### src/rtl/rh_status_pkg.sv
package rh_status_pkg;
  localparam int RegW        = 32;
  localparam int BitClrWake  = 31;
  localparam int BitOcChange = 17;
  localparam int BitGlbPower = 16;
  localparam int BitWake     = 15;
  localparam int BitOcLevel  = 1;

  typedef struct packed {
    logic clearAll;
    logic setWake;
    logic clrWake;
    logic clrOcChg;
    logic gpCmd;
  } rhStrobes_t;
endpackage

### src/rtl/rh_status_ctrl.sv
module rh_status_ctrl
  import rh_status_pkg::*;
(
  input  logic            usbReset,
  input  logic            regSel,
  input  logic            regWe,
  input  logic [RegW-1:0] regWdata,
  output rhStrobes_t      strb
);
  logic wrAccess;
  logic unusedWdata;

  // Writes are accepted only when selected and not held in USB reset.
  assign wrAccess    = regSel && regWe && !usbReset;
  assign unusedWdata = ^{regWdata[30:18], regWdata[14:0]};

  always_comb begin
    strb          = '0;
    strb.clearAll = usbReset;
    strb.setWake  = wrAccess && regWdata[BitWake];
    strb.clrWake  = wrAccess && regWdata[BitClrWake];
    strb.clrOcChg = wrAccess && regWdata[BitOcChange];
    strb.gpCmd    = wrAccess && regWdata[BitGlbPower];
  end
endmodule

### src/rtl/rh_status_dp.sv
module rh_status_dp
  import rh_status_pkg::*;
#(
  parameter int NUM_PORTS  = 4,
  parameter int SYNC_DEPTH = 2
) (
  input  logic                 clk,
  input  logic                 rstN,
  input  rhStrobes_t           strb,
  input  logic                 regSel,
  input  logic                 overCurrentIn,
  input  logic [NUM_PORTS-1:0] connChange,
  output logic [RegW-1:0]      regRdata,
  output logic                 wakeEnable,
  output logic                 globalPowerPulse,
  output logic                 remoteWakeEvent
);
  logic [SYNC_DEPTH-1:0] ocChain;
  logic ocSync, ocPrev, ocChange, ocChg;
  logic anyConn;
  logic [RegW-1:0] word;

  generate
    if (SYNC_DEPTH < 2) begin : g_bad_depth
      initial $error("SYNC_DEPTH must be at least 2");
    end
  endgenerate

  always_ff @(posedge clk or negedge rstN) begin
    if (!rstN) begin
      ocChain <= '0;
      ocPrev  <= 1'b0;
    end else begin
      ocChain <= {ocChain[SYNC_DEPTH-2:0], overCurrentIn};
      ocPrev  <= ocSync;
    end
  end

  assign ocSync   = ocChain[SYNC_DEPTH-1];
  assign ocChange = ocSync ^ ocPrev;
  assign anyConn  = |connChange;

  always_ff @(posedge clk or negedge rstN) begin
    if (!rstN) begin
      ocChg            <= 1'b0;
      wakeEnable       <= 1'b0;
      globalPowerPulse <= 1'b0;
      remoteWakeEvent  <= 1'b0;
    end else if (strb.clearAll) begin
      ocChg            <= 1'b0;
      wakeEnable       <= 1'b0;
      globalPowerPulse <= 1'b0;
      remoteWakeEvent  <= 1'b0;
    end else begin
      // hardware set outranks software clear
      if (ocChange)           ocChg <= 1'b1;
      else if (strb.clrOcChg) ocChg <= 1'b0;
      // clear outranks set
      if (strb.clrWake)       wakeEnable <= 1'b0;
      else if (strb.setWake)  wakeEnable <= 1'b1;
      globalPowerPulse <= strb.gpCmd;
      remoteWakeEvent  <= wakeEnable && anyConn;
    end
  end

  always_comb begin
    word              = '0;
    word[BitOcChange] = ocChg;
    word[BitWake]     = wakeEnable;
    word[BitOcLevel]  = ocSync;
  end

  assign regRdata = regSel ? word : '0;

  a_r2_usb_reset: assert property (@(posedge clk) disable iff (!rstN)
    $past(strb.clearAll) |-> (!wakeEnable && !ocChg && !globalPowerPulse && !remoteWakeEvent));
  a_r4_wake_rise: assert property (@(posedge clk) disable iff (!rstN)
    $rose(wakeEnable) |-> $past(strb.setWake));
  a_r5_clear_wins: assert property (@(posedge clk) disable iff (!rstN)
    $past(strb.clrWake) |-> !wakeEnable);
  a_r6_pulse_origin: assert property (@(posedge clk) disable iff (!rstN)
    globalPowerPulse |-> $past(strb.gpCmd));
  a_r7_flag_source: assert property (@(posedge clk) disable iff (!rstN)
    $rose(ocChg) |-> $past(ocChange));
  a_r8_set_beats_clear: assert property (@(posedge clk) disable iff (!rstN)
    $past(ocChange && !strb.clearAll) |-> ocChg);
  a_r10_event_gated: assert property (@(posedge clk) disable iff (!rstN)
    remoteWakeEvent |-> $past(wakeEnable));
endmodule

### src/rtl/rh_status_reg.sv
module rh_status_reg
  import rh_status_pkg::*;
#(
  parameter int NUM_PORTS  = 4,
  parameter int SYNC_DEPTH = 2
) (
  input  logic                 clk,
  input  logic                 rstN,
  input  logic                 usbReset,
  input  logic                 regSel,
  input  logic                 regWe,
  input  logic [31:0]          regWdata,
  output logic [31:0]          regRdata,
  input  logic                 overCurrentIn,
  input  logic [NUM_PORTS-1:0] connChange,
  output logic                 wakeEnable,
  output logic                 globalPowerPulse,
  output logic                 remoteWakeEvent
);
  rhStrobes_t strb;

  rh_status_ctrl u_ctrl (
    .usbReset (usbReset),
    .regSel   (regSel),
    .regWe    (regWe),
    .regWdata (regWdata),
    .strb     (strb)
  );

  rh_status_dp #(.NUM_PORTS(NUM_PORTS), .SYNC_DEPTH(SYNC_DEPTH)) u_dp (
    .clk              (clk),
    .rstN             (rstN),
    .strb             (strb),
    .regSel           (regSel),
    .overCurrentIn    (overCurrentIn),
    .connChange       (connChange),
    .regRdata         (regRdata),
    .wakeEnable       (wakeEnable),
    .globalPowerPulse (globalPowerPulse),
    .remoteWakeEvent  (remoteWakeEvent)
  );
endmodule

### config.mk
export PLATFORM = sky130hd
export DESIGN_NAME = rh_status_reg
export DESIGN_NICKNAME = d
export VERILOG_FILES = /design/src/rtl/rh_status_pkg.sv /design/src/rtl/rh_status_ctrl.sv /design/src/rtl/rh_status_dp.sv /design/src/rtl/rh_status_reg.sv
export SDC_FILE = /design/constraint.sdc
export NUM_CORES = 1
export LEC_CHECK = 0
export ABC_AREA = 1
export CORE_AREA = 5 5 42 44
export CTS_BUF_LIST = sky130_fd_sc_hd__clkbuf_4 sky130_fd_sc_hd__clkbuf_8 sky130_fd_sc_hd__clkbuf_16
export CTS_CLUSTER_SIZE = 40
export DETAILED_ROUTE_END_ITERATION = 16
export DIE_AREA = 0 0 47 49
export DONT_BUFFER_PORTS = 1
export GPL_TIMING_DRIVEN = 0
export PLACE_DENSITY = 0.57
export SETUP_SLACK_MARGIN = 0.5
export SLEW_MARGIN = 10
export SYNTH_ARGS = -nofsm -noshare
export SYNTH_HDL_FRONTEND = slang
export SYNTH_SLANG_ARGS = --single-unit
### constraint.sdc
create_clock -name clk -period 0.8 [get_ports clk]
set_input_delay 0.08 -clock clk [delete_from_list [all_inputs] [get_ports clk]]
set_output_delay 0.08 -clock clk [all_outputs]
set_load 0.005 [all_outputs]
==> impl_metrics.env <==
export IMPL_outcome="finished with violations"
export IMPL_violations="negative hold slack, negative setup slack"
export IMPL_drc=0
export IMPL_fin_ws_ns=-0.05450
export IMPL_worstSetupEndpointType="output pin"
export IMPL_swShare=0.2253
export IMPL_p_leak_nw=0.4378
export IMPL_wl_per_cell_um=8.606
export IMPL_synth_most_common_cell="buf_4"
export IMPL_dp_hpwl_um=844.4
export IMPL_detail_route_antenna_nets=0
export IMPL_path_max_fanout=4
export IMPL_antenna_found_initial=0
export IMPL_synthArstFlopShare=1.000
export IMPL_final_layout_size_suffix_gt1_frac=0.4409
export IMPL_critPathKind="register to output pin"
export IMPL_via_count=356
export IMPL_hold_viol=4
export IMPL_synthTopCellsByArea="buf_4 (43%), dfrtp_1 (35%), nand2_1 (5.2%)"
export IMPL_cts_buffers=3
export IMPL_period_share=1.068
export IMPL_grt_pass1_vias=312
export IMPL_top_usage_layer="met2"
export IMPL_root_buffer="clkbuf_4"
export IMPL_syn_inst=59
export IMPL_use_met1=0.07640
export IMPL_crit_required_ns=0.72
export IMPL_num_rows=14
export IMPL_rsz0062_at_grt="yes"
export IMPL_drt_pass1_iterations=1
export IMPL_powerDensity_mw_per_mm2=1318
export IMPL_slew_violations=0
export IMPL_routed_via_density=3.266
export IMPL_crit_chain="nand2_1, inv_1"
export IMPL_setup_viol=2
export IMPL_antenna_diode_count=0
export IMPL_portBuffers=0
export IMPL_clock_sinks=7
export IMPL_ios=77
export IMPL_reg2reg_depth=2
export IMPL_grt_use_met3=0.05166
export IMPL_grt_overflow=0
export IMPL_synth_area_leader_cell="buf_4"
export IMPL_die_h_um=49
export IMPL_fmax_mhz=1170
export IMPL_finalSetupTns_ns=-0.1060
export IMPL_synth_edf_count=0
export IMPL_syn2layout_area_growth_pct=38.81
export IMPL_die_area_mm2=0.002303
export IMPL_hp_class="input port to register"
export IMPL_groute_usage_overall=0.07801
export IMPL_tritoncts="done"
export IMPL_syn_area_um2=503.0
export IMPL_yosysTopAreaCellShare=0.4328
export IMPL_max_stage_delay_ns=0.42
export IMPL_reg2reg_slack_ns=0.06
export IMPL_ys_types=12
export IMPL_yosysWarningCount=0
export IMPL_synth_ff_type="dfrtp_1"
export IMPL_combPwrFrac=0.216
export IMPL_grt_max_degree=8
export IMPL_ys_ff_latch=7
export IMPL_cp_endpoint="regRdata[15]"
export IMPL_wl_um=938
export IMPL_fill_cells=156
export IMPL_total_power_mw=0.9201
export IMPL_dr_first_iter_drc_count=0
export IMPL_crit_path_top_delay_cell="dfrtp_1"
export IMPL_clk_path_buf_depth=2
export IMPL_die_w_um=47
export IMPL_clock_latency_ns=0.24
export IMPL_timing_rr_end="u_dp.ocChg$_DFFE_PN0P_"
export IMPL_worstSetupStartpoint="u_dp.wakeEnable$_DFFE_PN0P_"
export IMPL_floorplan_initialDensity=0.3589
export IMPL_gp_congestion=0.6940
export IMPL_switchingPower_mw=0.2073
export IMPL_clk_pin_slew_ns=0.05
export IMPL_p_int_mw=0.7128
export IMPL_critPathArrivalTime_ns=0.77
export IMPL_p_seq_frac=0.415
export IMPL_core_area_mm2=0.001401
export IMPL_nets=136
export IMPL_post_route_util=0.4982
export IMPL_synth_area_per_cell_um2=8.525
export IMPL_ys_top_cells_by_count="buf_4 (29), dfrtp_1 (7), nand2_1 (7)"
export IMPL_ir_drop_v=0.0009333
export IMPL_cap_violations=0
export IMPL_grt_use_met2=0.1267
export IMPL_htreeDepth=1
export IMPL_ys_seq_area_frac=0.3483
export IMPL_grt_pass1_wl_um=1331
export IMPL_r2r_start="u_dp.ocChain[1]$_DFF_PN0_"
export IMPL_layout_min_cycle_time_ns=0.8545
export IMPL_start_kind="register"
export IMPL_clockPowerShare=0.370
export IMPL_hold_slack_ns=-0.1368
export IMPL_skew_ns=0.00004949
## worst max-delay path, delay by kind of cell, from the launching register on
kind,cells,cell delay (ns)
DFF,1,0.42
and+or+nand+nor,1,0.07
buffers and inverters,1,0.05
## registers in the layout, indices dropped and copies added, names as in the netlist
| register | count |
|---|---|
| u_dp.ocChain | 2 |
| u_dp.globalPowerPulse | 1 |
| u_dp.ocChg | 1 |
| u_dp.ocPrev | 1 |
| u_dp.remoteWakeEvent | 1 |
| u_dp.wakeEnable | 1 |
## kinds of logic after synthesis
| logic type | synth area share |
|---|---|
| other cells | 0.007456 |
| xor+xnor | 0.01742 |
| compound gates | 0.02984 |
| flops | 0.3483 |
| simple gates | 0.1269 |
| buf+inv | 0.4701 |
## area by class of cell
class,count,area (um2),area share
Tap cell,16,20.02,0.02867
Sequential cell,7,175.2,0.2509
Buffer,29,217.7,0.3118
Multi-Input combinational cell,46,219.0,0.3136
Timing Repair Buffer,2,17.52,0.02509
Clock buffer,4,30.03,0.04301
Inverter,5,18.77,0.02688
## layer usage
layer / wire length (um) / vias to the layer above / share of wire
li1: - / 190 / -
met4: 0 / 0 / 0
met2: 483 / 29 / 0.51
met1: 255 / 137 / 0.27
met5: 0 / - / 0
met3: 198 / 0 / 0.21
## through the flow
step / setup slack (ns) / cell area [um2] / std cells
2_1_floorplan: 0.1074 / 615.6 / 87
3_3_place_gp: 0.06545 / 635.6 / 103
3_5_place_dp: 0.06723 / 635.6 / 103
4_1_cts: -0.06598 / 673.1 / 108
5_1_grt: -0.1422 / 698.2 / 109
6_report: -0.05450 / 698.2 / 109
## worst min path at each step
stage	from	end	slack, ns	cells after the start
6_report	overCurrentIn	u_dp.ocChain[0]$_DFF_PN0_	-0.14	0
5_1_grt	overCurrentIn	u_dp.ocChain[0]$_DFF_PN0_	-0.15	0
4_1_cts	rstN	u_dp.ocChain[0]$_DFF_PN0_	-0.48	0
3_5_place_dp	rstN	u_dp.ocChain[0]$_DFF_PN0_	-0.22	0
3_3_place_gp	rstN	u_dp.ocChain[0]$_DFF_PN0_	-0.22	0
2_1_floorplan	rstN	u_dp.globalPowerPulse$_DFF_PN0_	-0.22	0
## power by group through the flow
stage / Combinational, mW / Sequential, mW / Clock [mW]
2_1_floorplan: 0.163 / 0.384 / 0
3_3_place_gp: 0.167 / 0.386 / 0
3_5_place_dp: 0.167 / 0.387 / 0
4_1_cts: 0.175 / 0.380 / 0.357
5_1_grt: 0.224 / 0.384 / 0.389
6_report: 0.198 / 0.381 / 0.340
## cells in the final DEF (no fill, tap or decap)
master | Yosys | final
dlygate4sd3_1 | 0 | 1
inv_2 | 1 | 2
nand2_4 | 0 | 1
buf_4 | 29 | 30
inv_1 | 4 | 3
nor3b_2 | 1 | 1
nand3_1 | 1 | 1
nor2_1 | 2 | 2
clkbuf_4 | 0 | 4
nand2_1 | 7 | 6
conb_1 | 1 | 29
a21oi_1 | 3 | 1
nand4_1 | 2 | 2
xnor2_2 | 0 | 1
a21oi_2 | 0 | 2
dfrtp_1 | 7 | 7
## timing repair
| item | in CTS | in global routing |
|---|---|---|
| endpoints found under the hold margin | 12 | 12 |
| resized for setup | 0 | 4 |
| pin swaps | 1 | 1 |
| buffers inserted | 1 | 0 |
| endpoints found under the setup margin | 11 | 11 |
No activity file was read; power rests on OpenSTA's default activity.
